===== config.mk =====
export PLATFORM = sky130hd
export DESIGN_NAME = pit_tick_timer
export DESIGN_NICKNAME = d
export VERILOG_FILES = /design/src/rtl/pit_pkg.sv /design/src/rtl/pit_prescaler.sv /design/src/rtl/pit_interval.sv /design/src/rtl/pit_periods.sv /design/src/rtl/pit_tick_timer.sv
export SDC_FILE = /design/constraint.sdc
export NUM_CORES = 1
export LEC_CHECK = 0
export BUFFER_PORTS_ARGS = -buffer_cell sky130_fd_sc_hd__buf_2
export CELL_PAD_IN_SITES_DETAIL_PLACEMENT = 0
export CELL_PAD_IN_SITES_GLOBAL_PLACEMENT = 1
export CORE_ASPECT_RATIO = 2
export CORE_UTILIZATION = 40
export CTS_BUF_LIST = sky130_fd_sc_hd__clkbuf_4 sky130_fd_sc_hd__clkbuf_8
export DETAILED_ROUTE_END_ITERATION = 12
export PLACE_DENSITY = 0.78
export SETUP_SLACK_MARGIN = 0.15
export SYNTH_ARGS = -nofsm -noshare
export SYNTH_HDL_FRONTEND = slang
export SYNTH_HIERARCHICAL = 1
export SYNTH_SLANG_ARGS = --single-unit

===== constraint.sdc =====
create_clock -name clk -period 2.6 [get_ports clk]
set_input_delay 0.13 -clock clk [delete_from_list [all_inputs] [get_ports clk]]
set_output_delay 0.13 -clock clk [all_outputs]
set_load 0.01 [all_outputs]

===== src/rtl/pit_pkg.sv =====
// Package: shared definitions for the periodic interval tick timer.
// Assumes: consumers import the run-state encoding from here.
package pit_pkg;
    localparam int unsigned PIT_DIV_DEF   = 16;
    localparam int unsigned PIT_CNT_W_DEF = 20;
    localparam int unsigned PIT_PER_W_DEF = 12;

    typedef enum logic {
        ST_IDLE = 1'b0,
        ST_RUN  = 1'b1
    } run_state_t;
endpackage


===== src/rtl/pit_prescaler.sv =====
// Module: fixed clock divider. It emits one-cycle tick pulses every DIV
// cycles while enabled.
// Assumes: DIV >= 1. The counter is held at zero while disabled, so the
// first tick arrives DIV cycles after enable rises.
module pit_prescaler #(
    parameter int unsigned DIV = 16
) (
    input  logic clk,
    input  logic rst_n,
    input  logic enable,
    output logic tick
);
    localparam int unsigned PW = (DIV > 1) ? $clog2(DIV) : 1;
    localparam logic [PW-1:0] LAST = PW'(DIV - 1);

    logic [PW-1:0] div_q;

    assign tick = enable && (div_q == LAST);

    // Advance the divider phase while enabled, and park it at zero otherwise.
    always_ff @(posedge clk) begin
        if (!rst_n || !enable || tick) div_q <= '0;
        else                           div_q <= div_q + 1'b1;
    end

    generate
        if (DIV > 1) begin : g_rate_chk
            AST_TICK_SPACED: assert property (@(posedge clk) disable iff (!rst_n)
                tick |=> !tick);
        end
    endgenerate
endmodule


===== src/rtl/pit_interval.sv =====
// Module: interval counter. It steps on each tick and wraps to zero when a
// tick finds the count at or above the limit.
// Assumes: tick is a single-cycle pulse and limit may change at any time.
module pit_interval #(
    parameter int unsigned CNT_W = 20
) (
    input  logic             clk,
    input  logic             rst_n,
    input  logic             tick,
    input  logic [CNT_W-1:0] limit,
    output logic [CNT_W-1:0] count,
    output logic             wrap
);
    assign wrap = tick && (count >= limit);

    // Step or wrap the interval count on each divided tick.
    always_ff @(posedge clk) begin
        if (!rst_n)    count <= '0;
        else if (wrap) count <= '0;
        else if (tick) count <= count + 1'b1;
    end

    AST_WRAP_ZERO: assert property (@(posedge clk) disable iff (!rst_n)
        wrap |=> (count == '0));
    AST_STEP_ONE: assert property (@(posedge clk) disable iff (!rst_n)
        (tick && !wrap) |=> (count == $past(count) + 1'b1));
    AST_HOLD_IDLE: assert property (@(posedge clk) disable iff (!rst_n)
        !tick |=> $stable(count));
endmodule


===== src/rtl/pit_periods.sv =====
// Module: elapsed-period tally and pending flag, with acknowledge-on-read.
// Assumes: ack is the destructive read strobe. A wrap on the same edge
// reloads the tally to 1.
module pit_periods #(
    parameter int unsigned PER_W = 12
) (
    input  logic             clk,
    input  logic             rst_n,
    input  logic             wrap,
    input  logic             ack,
    output logic [PER_W-1:0] periods,
    output logic             pending
);
    localparam logic [PER_W-1:0] PER_MAX = {PER_W{1'b1}};
    localparam logic [PER_W-1:0] PER_ONE = PER_W'(1);

    // Count completed periods, saturating, and clear or reload on acknowledge.
    always_ff @(posedge clk) begin
        if (!rst_n)                          periods <= '0;
        else if (ack)                        periods <= wrap ? PER_ONE : '0;
        else if (wrap && periods != PER_MAX) periods <= periods + 1'b1;
    end

    // Hold the pending flag from a completed period until it is acknowledged.
    always_ff @(posedge clk) begin
        if (!rst_n)    pending <= 1'b0;
        else if (ack)  pending <= wrap;
        else if (wrap) pending <= 1'b1;
    end

    AST_PEND_MATCH: assert property (@(posedge clk) disable iff (!rst_n)
        pending == (periods != '0));
    AST_NO_WRAP_OVER: assert property (@(posedge clk) disable iff (!rst_n)
        (periods == PER_MAX && wrap && !ack) |=> (periods == PER_MAX));
    AST_ACK_CLEAR: assert property (@(posedge clk) disable iff (!rst_n)
        (ack && !wrap) |=> (periods == '0 && !pending));
    AST_ACK_RELOAD: assert property (@(posedge clk) disable iff (!rst_n)
        (ack && wrap) |=> (periods == PER_ONE && pending));
endmodule


===== src/rtl/pit_tick_timer.sv =====
// Module: top of the periodic interval tick timer. It holds the
// configuration word and the run/drain state, and wires the divider, the
// interval counter and the period tally together.
// Assumes: synchronous active-low reset. Clearing run lets the current
// period complete before counting stops.
module pit_tick_timer
    import pit_pkg::*;
#(
    parameter int unsigned DIV   = PIT_DIV_DEF,
    parameter int unsigned CNT_W = PIT_CNT_W_DEF,
    parameter int unsigned PER_W = PIT_PER_W_DEF
) (
    input  logic             clk,
    input  logic             rst_n,
    input  logic             cfg_we,
    input  logic [CNT_W-1:0] cfg_interval,
    input  logic             cfg_run,
    input  logic             cfg_irq_en,
    input  logic             val_rd,
    output logic [CNT_W-1:0] cur_count,
    output logic [PER_W-1:0] periods,
    output logic             pending,
    output logic             irq
);
    logic [CNT_W-1:0] limit_q;
    logic             run_q;
    logic             ien_q;
    run_state_t       state_q;
    logic             run_next;
    logic             tick;
    logic             wrap;

    assign run_next = cfg_we ? cfg_run : run_q;

    // Capture the configuration word on a write strobe.
    always_ff @(posedge clk) begin
        if (!rst_n) begin
            limit_q <= '0;
            run_q   <= 1'b0;
            ien_q   <= 1'b0;
        end else if (cfg_we) begin
            limit_q <= cfg_interval;
            run_q   <= cfg_run;
            ien_q   <= cfg_irq_en;
        end
    end

    // Run while enabled, and drop to idle only at the wrap that ends a period.
    always_ff @(posedge clk) begin
        if (!rst_n)        state_q <= ST_IDLE;
        else if (run_next) state_q <= ST_RUN;
        else if (wrap)     state_q <= ST_IDLE;
    end

    pit_prescaler #(.DIV(DIV)) u_div (
        .clk    (clk),
        .rst_n  (rst_n),
        .enable (state_q == ST_RUN),
        .tick   (tick)
    );

    pit_interval #(.CNT_W(CNT_W)) u_ivl (
        .clk   (clk),
        .rst_n (rst_n),
        .tick  (tick),
        .limit (limit_q),
        .count (cur_count),
        .wrap  (wrap)
    );

    pit_periods #(.PER_W(PER_W)) u_per (
        .clk     (clk),
        .rst_n   (rst_n),
        .wrap    (wrap),
        .ack     (val_rd),
        .periods (periods),
        .pending (pending)
    );

    assign irq = pending && ien_q;

    AST_IDLE_AT_ZERO: assert property (@(posedge clk) disable iff (!rst_n)
        (state_q == ST_IDLE) |-> (cur_count == '0));
    AST_IDLE_NO_TICK: assert property (@(posedge clk) disable iff (!rst_n)
        (state_q == ST_IDLE) |-> !tick);
endmodule


# After elaboration in Yosys (flattened, before gate mapping)
# Index checks and enable logic that the tools add are counted.
# totals
wordCells	35
output_inout_bits	34
ff_bits	60
input_bits	26
# classes
reduce_logical	12
n_lt_le_gt_ge	1
n_addsub	3
eq_ne	2
mux	8
n_bitwise	1
# ops
op	n
$mux 12	2
$add 20x1->20 const B	1
$ge 20x20->1	1
$add 12x1->12 const B	1
$ne 12x12->1 const B	1
$mux 1	6
$reduce_bool 2->1	3
$add 4x1->4 const B	1
$eq 4x4->1 const B	1
$logic_and 1x1->1	4
$logic_not 1->1	2
$logic_or 1x1->1	2
$reduce_or 2->1	1
$not 1->1	1

# Depth between registers and ports, before layout
# Gate-level depths: netlist of the first run.
# depth
ltp_word	6
ltp_mapped	12
ltp_nobuf	11

# By module
# Netlist of the first run, hierarchy kept.
# modules_own_cells
mod	area_each_um2	cells_per_inst	seq_area_each_um2	instances
pit_interval	1485.2	172	400.4	1
pit_tick_timer	897.1	75	460.4	1
pit_periods	708.2	73	260.2	1
pit_prescaler	156.4	17	80.1	1

# Worst setup path after synthesis of the first run
# OpenSTA, ideal clock, no wires.
# synth_timing
kind	register to register
start	register u_ivl.count[0]
end	register u_per.periods[7]
required_ns	2.465
t_arrival_ns	2.478
n_path_buf	1
stages_incl_launch_ff	13
path_slack_ns	-0.013
path_cell_list	dfxtp_1 inv_1 ha_1 nor2b_1 o21ai_0 a21oi_1 o211ai_1 buf_2 and2_1 nand3_2 or2_4 o311ai_0 o41ai_1
# synth_between
elab_chain_len	4
# synth_lines
item	line_no	rtl
start, declared	pit_interval.sv:11	output logic [CNT_W-1:0] count,
start signal, assigned	pit_interval.sv:20	else if (tick) count <= count + 1'b1;
$ge 20x20->1	pit_interval.sv:14	assign wrap = tick && (count >= limit);
$logic_and 1x1->1	pit_interval.sv:14	
via wrap	pit_tick_timer.sv:31	logic wrap;
$logic_and 1x1->1	pit_periods.sv:21	else if (wrap && periods != PER_MAX) periods <= periods + 1'b1;
$reduce_bool 2->1 (no line)	n/a	
end signal, assigned	pit_periods.sv:20	else if (ack) periods <= wrap ? PER_ONE : '0;
end signal, assigned	pit_periods.sv:21	
end, declared	pit_periods.sv:11	output logic [PER_W-1:0] periods,
# The timed path passes the listed nets, and every way through them passes these cells.
# A chain may end at the register's enable or synchronous reset.

# Worst setup path in the final report of the first run
# layout_timing
start	register limit_q[7]
end	register u_per.periods[5]
# layout_between
elab_chain_len	4
# layout_lines
item	line_no	rtl
start, declared	pit_tick_timer.sv:25	logic [CNT_W-1:0] limit_q;
start signal, assigned	pit_tick_timer.sv:42	limit_q <= cfg_interval;
$ge 20x20->1	pit_interval.sv:14	
$logic_and 1x1->1	pit_interval.sv:14	
via wrap	pit_tick_timer.sv:31	
$logic_and 1x1->1	pit_periods.sv:21	
$reduce_bool 2->1 (no line)	n/a	
# The timed path passes the listed nets, and every way through them passes these cells.

==> results of run 1 <==
-- cells in the final DEF, fill, tap and decap left out, drive strengths merged, types with 5 or more instances in the layout --
cell / count
buf: 86
dfxtp: 60
nor2b: 26
inv: 25
mux2i: 23
ha: 23
a211oi: 20
nand2: 18
nand3: 15
xor2: 14
nand4: 14
a21oi: 12
clkbuf: 11
nor2: 11
o21ai: 8
xnor2: 7
and3: 6
and2: 6
clkinv: 5
-- synthesized netlist by cell type, types with 2 or more instances --
library cell	number	share of area (%)
nor3_1	3	0.46
nand4_1	12	2.3
xnor2_1	7	1.9
and2_1	5	0.96
nor2b_1	25	4.8
nand2_1	18	2.1
and3_1	6	1.2
buf_12	2	1.2
and4_1	4	1.1
clkbuf_1	5	0.58
nand4_2	2	0.77
o21a_1	2	0.46
buf_2	2	0.31
a211oi_2	3	1.2
dfxtp_1	60	37
ha_1	23	8.9
nand2b_1	4	0.77
inv_1	25	2.9
nor2_1	10	1.2
mux2i_1	23	7.1
nand3_2	2	0.62
a211oi_1	17	3.9
a21oi_1	12	1.8
nand3_1	12	1.8
or3_1	2	0.39
xor2_1	14	3.8
o21ai_0	8	1.2
-- what timing repair did --
item                                   4_1_cts  5_1_grt
endpoints found under the hold margin        0        0
hold buffers                                 0        0
pin swaps                                    1       19
setup endpoints to repair                    4       13
gates resized for setup                      1       34
setup buffers                                2        2
-- state kept, by name, summed over array words and instances, names as in the netlist --
name / flops
u_div/div_q: 4
ien_q: 1
u_per/periods: 12
state_q: 1
run_q: 1
limit_q: 20
u_per/pending: 1
u_ivl/count: 20
-- cells by family after synthesis --
logic type | Yosys count | synth area share (%)
and+or+nand+nor | 116 | 22.31
buffers and inverters | 38 | 5.819
DFF | 60 | 36.99
AOI/OAI and AO/OA | 56 | 13.26
xor gates and xnor gates | 21 | 5.665
muxes | 23 | 7.091
adders and majority gates | 23 | 8.863
-- area by class of cell --
class / instances / area, sq um / area share [%]
multi-input cells: 239 / 2002 / 48.34
flip-flops and latches: 60 / 1222 / 29.52
inverters: 26 / 97.59 / 2.356
well taps: 96 / 120.1 / 2.900
clock buffers: 11 / 151.4 / 3.656
clock inverters: 5 / 50.05 / 1.208
repair buffers: 86 / 498.0 / 12.02
-- through the flow --
| stage | util, % | power, uW | hold slack [ns] |
|---|---|---|---|
| 2_1_floorplan | - | 1070 | 0.2475 |
| 3_3_place_gp | 47.59 | 1108 | 0.3909 |
| 3_5_place_dp | 47.59 | 1111 | 0.3987 |
| 4_1_cts | 50.37 | 1948 | 0.03828 |
| 5_1_grt | 52.52 | 2028 | 0.05479 |
| 6_report | 52.52 | 1939 | 0.05266 |
-- how the worst min path moves through the flow --
stage,depth (start not counted),startpoint,slack (ns),to
6_report,3,cfg_interval[2],0.05,limit_q[2]
5_1_grt,3,cfg_interval[5],0.05,limit_q[5]
4_1_cts,3,cfg_interval[2],0.04,limit_q[2]
3_5_place_dp,3,cfg_interval[2],0.40,limit_q[2]
3_3_place_gp,3,cfg_interval[4],0.39,limit_q[4]
2_1_floorplan,1,rst_n,0.25,u_per/pending
-- worst max-delay path, stage by stage (launching register included) --
cell and delay [ns]:
dfxtp_2 0.33, inv_1 0.07, ha_1 0.30, nand2_1 0.09, nor3_2 0.19, a21oi_1 0.09
o211ai_1 0.22, and2_4 0.23, nand3_4 0.09, or2_4 0.28, or3_1 0.32, a21oi_1 0.12
-- routing by layer --
| layer | GRT usage (%) | wire length (um) |
|---|---|---|
| met1 | 19.27 | 2971 |
| met3 | 4.489 | 337 |
| met5 | 0 | 0 |
| met2 | 40.40 | 4834 |
| met4 | 12.53 | 355 |
-- power by group --
group | switching, uW | internal, uW | total (uW)
sequential | 12.5 | 943 | 956
combinational | 80.0 | 70.3 | 150
clock | 346 | 487 | 833
total | 438 | 1500 | 1940
==> flow_summary.yaml, run 1 <==
critical_path:
  crit_start: "limit_q[7]"
  crit_path_start_kind: "register"
  worst_ep_arrival_time_ns: 2.66
  r2r_setup_slack_ns: 0.20
  r2r-end: "u_per/periods[5]"
  path_class: "reg -> reg"
  cp-endpoint: "u_per/periods[5]"
  timing.rr.start: "limit_q[7]"
  reg2reg_depth: 11
  worstPathMaxFanout: 4
  endpoint_kind: "register"
  cp.required_ns: 2.87
yosys:
  synth_cell_type_count: 56
  synth-edff-count: 0
  syn_area_sq_um: 3247
  synthFlopType: "dfxtp_1"
  syn-mean-instance-area_sq_um: 9.635
  yosysSeqAreaShare_pct: 36.99
  ys_ff_latch: 60
  synthArstFlopShare_pct: 0
  yosys_warnings: 6
  synth_nets: 386
  synth_cells: 337
cts:
  htree_levels: 3
  clk_pin_slew_ns: 0.06
  cts_root_buf: "clkbuf_8"
  clk_latency_ns: 0.34
  cts_buffers: 9
  cts_tree: "done"
  cts_buffer_depth: 2
  clock_sinks: 60
finish:
  area.growth.synth_to_final_pct: 27.55
  fill_cells: 753
  stdcell_area_sq_um: 4141
  diodes: 0
  drive_gt1_share_pct: 35.83
  instances_no_fill: 523
  nNetsFinal: 471
global_route:
  antenna_found_initial: 0
  grt.total_usage_pct: 21.07
  grt_pass1_wl_mm: 13.34
  grt_max_degree: 33
  grt_pass1_vias: 2833
  grt_overflow: 0
timing:
  hold_viol: 0
  setup_viol_count_final: 0
  max-slew-margin-rel_pct: 56.10
  slew_violations: 0
  setup_tns_ns: 0
  worst_pin_slew_ns: 0.6585
  finalCritPeriodShare_pct: 92.12
  grt_setup_unrepaired: "yes"
  min_period_ns: 2.395
  skew_ns: 0.005496
  worst_slack_ns: 0.2049
  fmax_ghz: 0.4175
placed_design:
  gp_congestion: 0.8412
  numPortBuffers: 59
  placedCellCount: 503
  dpl_cell_area_sq_um: 3752
  dp_hpwl_mm: 6.426
  pre_cts_ws_ns: 0.1198
floorplan:
  dieArea_sq_um: 8503
  die_w_um: 65.71
  num_io_pins: 60
  die_h_um: 129.4
  initial_core_util_pct: 41.18
  core-area_sq_um: 7885
  fp-row-count: 46
power_and_ir_drop:
  power.density_nw_per_um2: 468.2
  vdd_drop_max_mv: 0.3279
  p_leak_uw: 0.001800
drt:
  wl_mm: 8.499
  wire_per_inst_um: 16.25
  dr_total_vias: 2766
  antenna_left: 0
  drtIter0Drc: 131
  drc: 0
  drtPass1Iterations: 4
  via_per_inst: 5.289
job:
  cap_violations: 0
outcome:
  status: "finished clean"
min_path:
  hold_path.class: "in -> reg"
No activity file was read; power rests on OpenSTA's default activity.
==> run 2, diff against run 1 <==
CORE_ASPECT_RATIO = unset   (was 2)
==> run 2 against run 1 <==
  * Core utilization is 0.36 points lower
  * Hold slack better by 0.0045 ns
  * Via count is 3.5% lower
  * Critical path depth is 1 lower
  * Wire length is 11% lower
  * Design area is 1.7% lower
  * Sequential share of layout area is 0.22 points higher
  * Combinational power is 3% lower
  * First-iteration DRC count is 24% lower
  * Non-clock buffer count is 7 lower
  * Count of clock-buffer cells in the layout is 1 lower
  * Sequential power hardly changed
  * Largest cell class unchanged
==> flow_summary.yaml, run 2 (same netlist as run 1, synthesis figures left out) <==
outcome:
  status: "finished clean"
critical_path:
  worstPathMaxFanout: 4
  endpoint_kind: "register"
  path_class: "reg -> reg"
  reg2reg_depth: 10
  r2r_setup_slack_ns: 0.24
  crit_start: "u_ivl/count[17]"
  crit_family: "simple AND/OR/NAND/NOR gates"
  timing.rr.start: "u_ivl/count[17]"
  path_depth: 10
  crit_top_cell: "nand4_1"
  cp.required_ns: 2.87
  worstPathCellList: "ha_4, nand4_1, nor2_2, nand4_1, o211ai_1, and2_4, nand3_4, or2_4, or3_4, a21oi_2"
  r2r-end: "u_per/periods[5]"
  worst_ep_arrival_time_ns: 2.63
  crit_path_start_kind: "register"
  crit_path_max_incr_delay_ns: 0.38
  path_buf_inv: 0
  cp_slowest_cell: "dfxtp_1"
  cp-endpoint: "u_per/periods[5]"
floorplan:
  dieArea_sq_um: 8481
  initial_core_util_pct: 41.59
  die_w_um: 92.10
  fp-row-count: 32
  num_io_pins: 60
  core-area_sq_um: 7807
  die_h_um: 92.10
power_and_ir_drop:
  vdd_drop_max_mv: 0.3455
  p_clk_share_pct: 48.0
  p_sw_uw: 453.0
  p_leak_uw: 0.001756
  power.density_nw_per_um2: 520.1
  power_frac_comb_pct: 6.9
  power_frac_seq_pct: 45.1
  switching_share_pct: 21.39
  internal-power_uw: 1665
cts:
  cts_tree: "done"
  cts_buffer_depth: 2
  cts_buffers: 9
  clk_pin_slew_ns: 0.07
  ctsHoldBuffers: 0
  cts_root_buf: "clkbuf_8"
  htree_levels: 3
  clk_latency_ns: 0.33
  clock_sinks: 60
global_route:
  antenna_found_initial: 0
  grt_pass1_wl_mm: 12.44
  grt_max_degree: 29
  grt.total_usage_pct: 18.89
  grt_overflow: 0
  grt_pass1_vias: 2550
job:
  cap_violations: 0
placed_design:
  gp_congestion: 0.7643
  placedCellCount: 503
  dp_hpwl_mm: 5.509
  dpl_cell_area_sq_um: 3715
  numPortBuffers: 59
  pre_cts_ws_ns: 0.03874
finish:
  instances_no_fill: 521
  final_cell_mix: "buf_2, dfxtp_1, nor2b_1"
  nNetsFinal: 464
  fin_util_pct: 52.16
  largestRegisters: "limit_q (20), u_ivl/count (20), u_per/periods (12)"
  stdcell_area_sq_um: 4073
  diodes: 0
  final_common_cell: "buf_2"
  area.growth.synth_to_final_pct: 25.43
  drive_gt1_share_pct: 32.22
drt:
  wire_per_inst_um: 14.47
  antenna_left: 0
  drtPass1Iterations: 4
  via_per_inst: 5.123
  drc: 0
  drtIter0Drc: 99
  dr_total_vias: 2669
  wl_mm: 7.539
timing:
  worst_pin_slew_ns: 0.6876
  min_period_ns: 2.364
  worst_slack_ns: 0.2358
  setup_tns_ns: 0
  skew_ns: 0.009203
  slew_violations: 0
  setup_viol_count_final: 0
  finalCritPeriodShare_pct: 90.93
  max-slew-margin-rel_pct: 54.16
  fmax_ghz: 0.4230
  hold_viol: 0
  grt_setup_unrepaired: "yes"
min_path:
  hold_path.class: "in -> reg"
==> run 2: power groups by stage <==
stage | Clock (uW) | Combinational (uW) | Sequential [uW]
after global placement | 0 | 134 | 974
after floorplan | 0 | 99.1 | 971
after CTS | 1040 | 142 | 953
after global routing | 1090 | 166 | 957
after detailed placement | 0 | 137 | 974
final | 1020 | 146 | 955
==> run 2: timing repair <==
action                                  CTS  global route
setup buffers                             3             0
pin swaps                                 3            14
gates cloned                              0             0
gates resized for setup                   2            18
endpoints found under the setup margin    7            11
==> run 2: how the worst min path moves through the flow <==
stage	slack (ns)	end	cells after the start	start
after floorplan	0.25	u_per/pending	1	rst_n
after global placement	0.39	limit_q[2]	3	cfg_interval[2]
after detailed placement	0.40	limit_q[0]	3	cfg_interval[0]
after CTS	0.05	limit_q[2]	3	cfg_interval[2]
after global routing	0.05	ien_q	3	cfg_irq_en
final	0.06	limit_q[2]	3	cfg_interval[2]
==> run 2: layout make-up <==
| cell class | count | area [sq um] |
|---|---|---|
| Timing Repair Buffer | 79 | 445.4 |
| Clock inverter | 5 | 100.1 |
| Clock buffer | 10 | 137.6 |
| Fill cell | 736 | 3735 |
| Inverter | 26 | 97.59 |
| Sequential cell | 60 | 1211 |
| Tap cell | 102 | 127.6 |
| Multi-Input combinational cell | 239 | 1953 |
==> run 2: layer usage <==
metal | vias to the layer above | track usage (%) | part of all wire [%]
met5 | - | 0 | 0
met4 | 0 | 7.813 | 1.6
met2 | 55 | 29.42 | 45
met3 | 9 | 4.063 | 4.3
met1 | 1248 | 25.18 | 49
li1 | 1357 | - | -
==> run 2: per-stage QoR <==
| stage | total power (uW) | hold WS, ns |
|---|---|---|
| after floorplan | 1070 | 0.2475 |
| after global placement | 1107 | 0.3868 |
| after detailed placement | 1112 | 0.3959 |
| after CTS | 2136 | 0.04582 |
| after global routing | 2207 | 0.04993 |
| final | 2118 | 0.05715 |
==> run 2: worst reg2reg max path: cells and delay by family (launching register included) <==
| kind | cells | cell delay, ns |
|---|---|---|
| AOI/OAI and AO/OA | 2 | 0.35 |
| and+or+nand+nor | 7 | 1.29 |
| adders and majority gates | 1 | 0.30 |
| DFF | 1 | 0.38 |
==> run 3, diff against run 2 <==
ABC_CLOCK_PERIOD_IN_PS = 2600   (was unset)
CORE_UTILIZATION = 39   (was 40)
SETUP_SLACK_MARGIN = 0.4   (was 0.15)
SYNTH_HIERARCHICAL = unset   (was 1)
==> run 3 against run 2 <==
  * Global-route usage down 2.2 points
  * Synthesized cell count down 1.2%
  * Non-clock buffer count down 11
  * Count of clock-buffer cells in the layout up 1
  * Core utilization down 1.1 points
  * Largest cell class unchanged
  * Sequential share of layout area up 2.9 points
  * Cell count down 3.3%
==> flow_summary.yaml, run 3 <==
outcome:
  status: "finished clean"
floorplan:
  die_h_um: 89.88
  initial_core_util_pct: 40.87
  core-area_sq_um: 7370
  fp-row-count: 31
  die_w_um: 89.88
  num_io_pins: 60
  dieArea_sq_um: 8078
finish:
  fill_cells: 711
  area.growth.synth_to_final_pct: 24.97
  diodes: 0
  largestRegisters: "limit_q (20), u_ivl.count (20), u_per.periods (12)"
  nNetsFinal: 451
  final_cell_mix: "buf_2, dfxtp_1, nand2_1"
  drive_gt1_share_pct: 31.36
  final_common_cell: "buf_2"
critical_path:
  endpoint_kind: "register"
  path_class: "reg -> reg"
  crit_path_start_kind: "register"
  r2r_setup_slack_ns: 0.39
  worst_ep_arrival_time_ns: 2.50
  cp.required_ns: 2.88
  worstPathMaxFanout: 6
timing:
  grt_setup_unrepaired: "yes"
  slew_violations: 0
  max-slew-margin-rel_pct: 53.98
  setup_tns_ns: 0
  finalCritPeriodShare_pct: 85.07
  hold_viol: 0
  fmax_ghz: 0.4521
  min_period_ns: 2.212
  skew_ns: 0.01060
  whs_ns: 0.04856
  setup_viol_count_final: 0
  worst_pin_slew_ns: 0.6903
drt:
  wl_mm: 6.423
  drtPass1Iterations: 4
  drtIter0Drc: 99
  dr_total_vias: 2442
  drc: 0
  antenna_left: 0
  via_per_inst: 4.845
  wire_per_inst_um: 12.74
global_route:
  grt_overflow: 0
  grt_pass1_wl_mm: 10.76
  grt_pass1_vias: 2287
  grt.total_usage_pct: 16.72
  grt_max_degree: 30
  antenna_found_initial: 0
yosys:
  synthTopCellsByArea: "dfxtp_1, ha_1, mux2i_1, nor2b_1, nand2_1"
  synth_top_cell_by_area: "dfxtp_1"
  synthArstFlopShare_pct: 0
  synthFlopType: "dfxtp_1"
  synth_cell_type_count: 43
  yosysMostFrequentCell: "dfxtp_1"
  synth_nets: 382
  synth-edff-count: 0
  syn-mean-instance-area_sq_um: 9.044
  synth_cells: 333
  syn_area_sq_um: 3012
  yosys_warnings: 0
  ys_ff_latch: 60
  yosys-top-cells-count: "dfxtp_1, nand2_1, nor2_1"
  yosysSeqAreaShare_pct: 39.88
  synth_top_area_share_pct: 39.88
cts:
  htree_levels: 3
  clock_sinks: 60
  cts_buffers: 9
  cts_tree: "done"
  cts_buffer_depth: 2
  clk_pin_slew_ns: 0.07
  clk_latency_ns: 0.34
  cts_root_buf: "clkbuf_8"
  ctsHoldBuffers: 0
placed_design:
  numPortBuffers: 59
  dp_hpwl_mm: 4.608
  gp_congestion: 0.7500
power_and_ir_drop:
  vdd_drop_max_mv: 0.2407
  p_leak_uw: 0.001662
  power.density_nw_per_um2: 478.2
  fin_total_pwr_uw: 1800
job:
  cap_violations: 0
min_path:
  hold_path.class: "in -> reg"
-- run 3: cell types whose count changed after synthesis, moves of 3 or more --
cell	delta
or3_1	+4
a211oi_1	-16
o21ai_0	+4
o211ai_1	+3
nand4_1	-6
nand3_1	-7
a211oi_2	-3
or4_1	+3
nand2_1	+12
a21oi_1	+3
nor2_1	+16
-- run 3: layout make-up --
type	count	area (sq um)	area share [%]
Clock inverter	3	15.01	0.3989
Sequential cell	60	1229	32.65
Multi-Input combinational cell	239	1787	47.47
Clock buffer	11	145.1	3.856
Inverter	24	90.09	2.394
Tap cell	99	123.9	3.291
Timing Repair Buffer	68	374.1	9.940
-- run 3: cells by family after synthesis --
family | synth area share [%]
muxes | 7.644
and+or+nand+nor | 23.39
xor gates and xnor gates | 5.816
buffers and inverters | 4.736
DFF | 39.88
AOI/OAI and AO/OA | 8.975
adders and majority gates | 9.556
-- run 3: final timing paths --
kind | from | endpoint | cells after the start
max | u_ivl.count[5] | u_per.periods[10] | 8
min | cfg_interval[6] | limit_q[6] | 3
max reg2reg | u_ivl.count[5] | u_per.periods[10] | 8
min reg2reg | u_div.div_q[0] | u_div.div_q[0] | 1
-- run 3: critical path, cell delays in order, from the launching register on --
cell and delay [ns]:
dfxtp_2 0.35, ha_1 0.30, and4_1 0.19, o21ai_1 0.07, o221ai_1 0.22, a32o_2 0.35, o21ai_2 0.13, or4_1 0.49
nand2_1 0.08
-- run 3: through the flow --
stage	instances	instance area [sq um]	utilization [%]	setup slack (ns)
global route	504	3764	51.07	0.2567
floorplan	333	3012	-	0.4264
CTS	498	3600	48.85	0.3747
global placement	483	3401	46.15	0.2373
finish	504	3764	51.07	0.3882
detailed placement	483	3401	46.15	0.1714
-- run 3: repair_timing --
action / in CTS / in global routing
cloned: 0 / 1
setup buffers: 1 / 5
setup endpoints to repair: 32 / 32
hold endpoints to repair: 0 / 0
resized for setup: 7 / 35
pin swaps: 5 / 7
-- run 3: power by group --
group / leakage [uW] / internal [uW] / total (uW) / switching [uW]
registers: 0.000497 / 942 / 955 / 13.5
clock network: 0.0000882 / 366 / 711 / 345
logic: 0.00108 / 64.7 / 133 / 68.5
total: 0.00166 / 1370 / 1800 / 427
-- run 3: layer usage --
layer  up-vias  share of wire [%]  track usage (%)
met2        38                 46            26.60
li1       1279                  -                -
met4         0                1.9            8.065
met1      1114                 49            21.65
met5         -                  0                0
met3        11                3.5            3.384
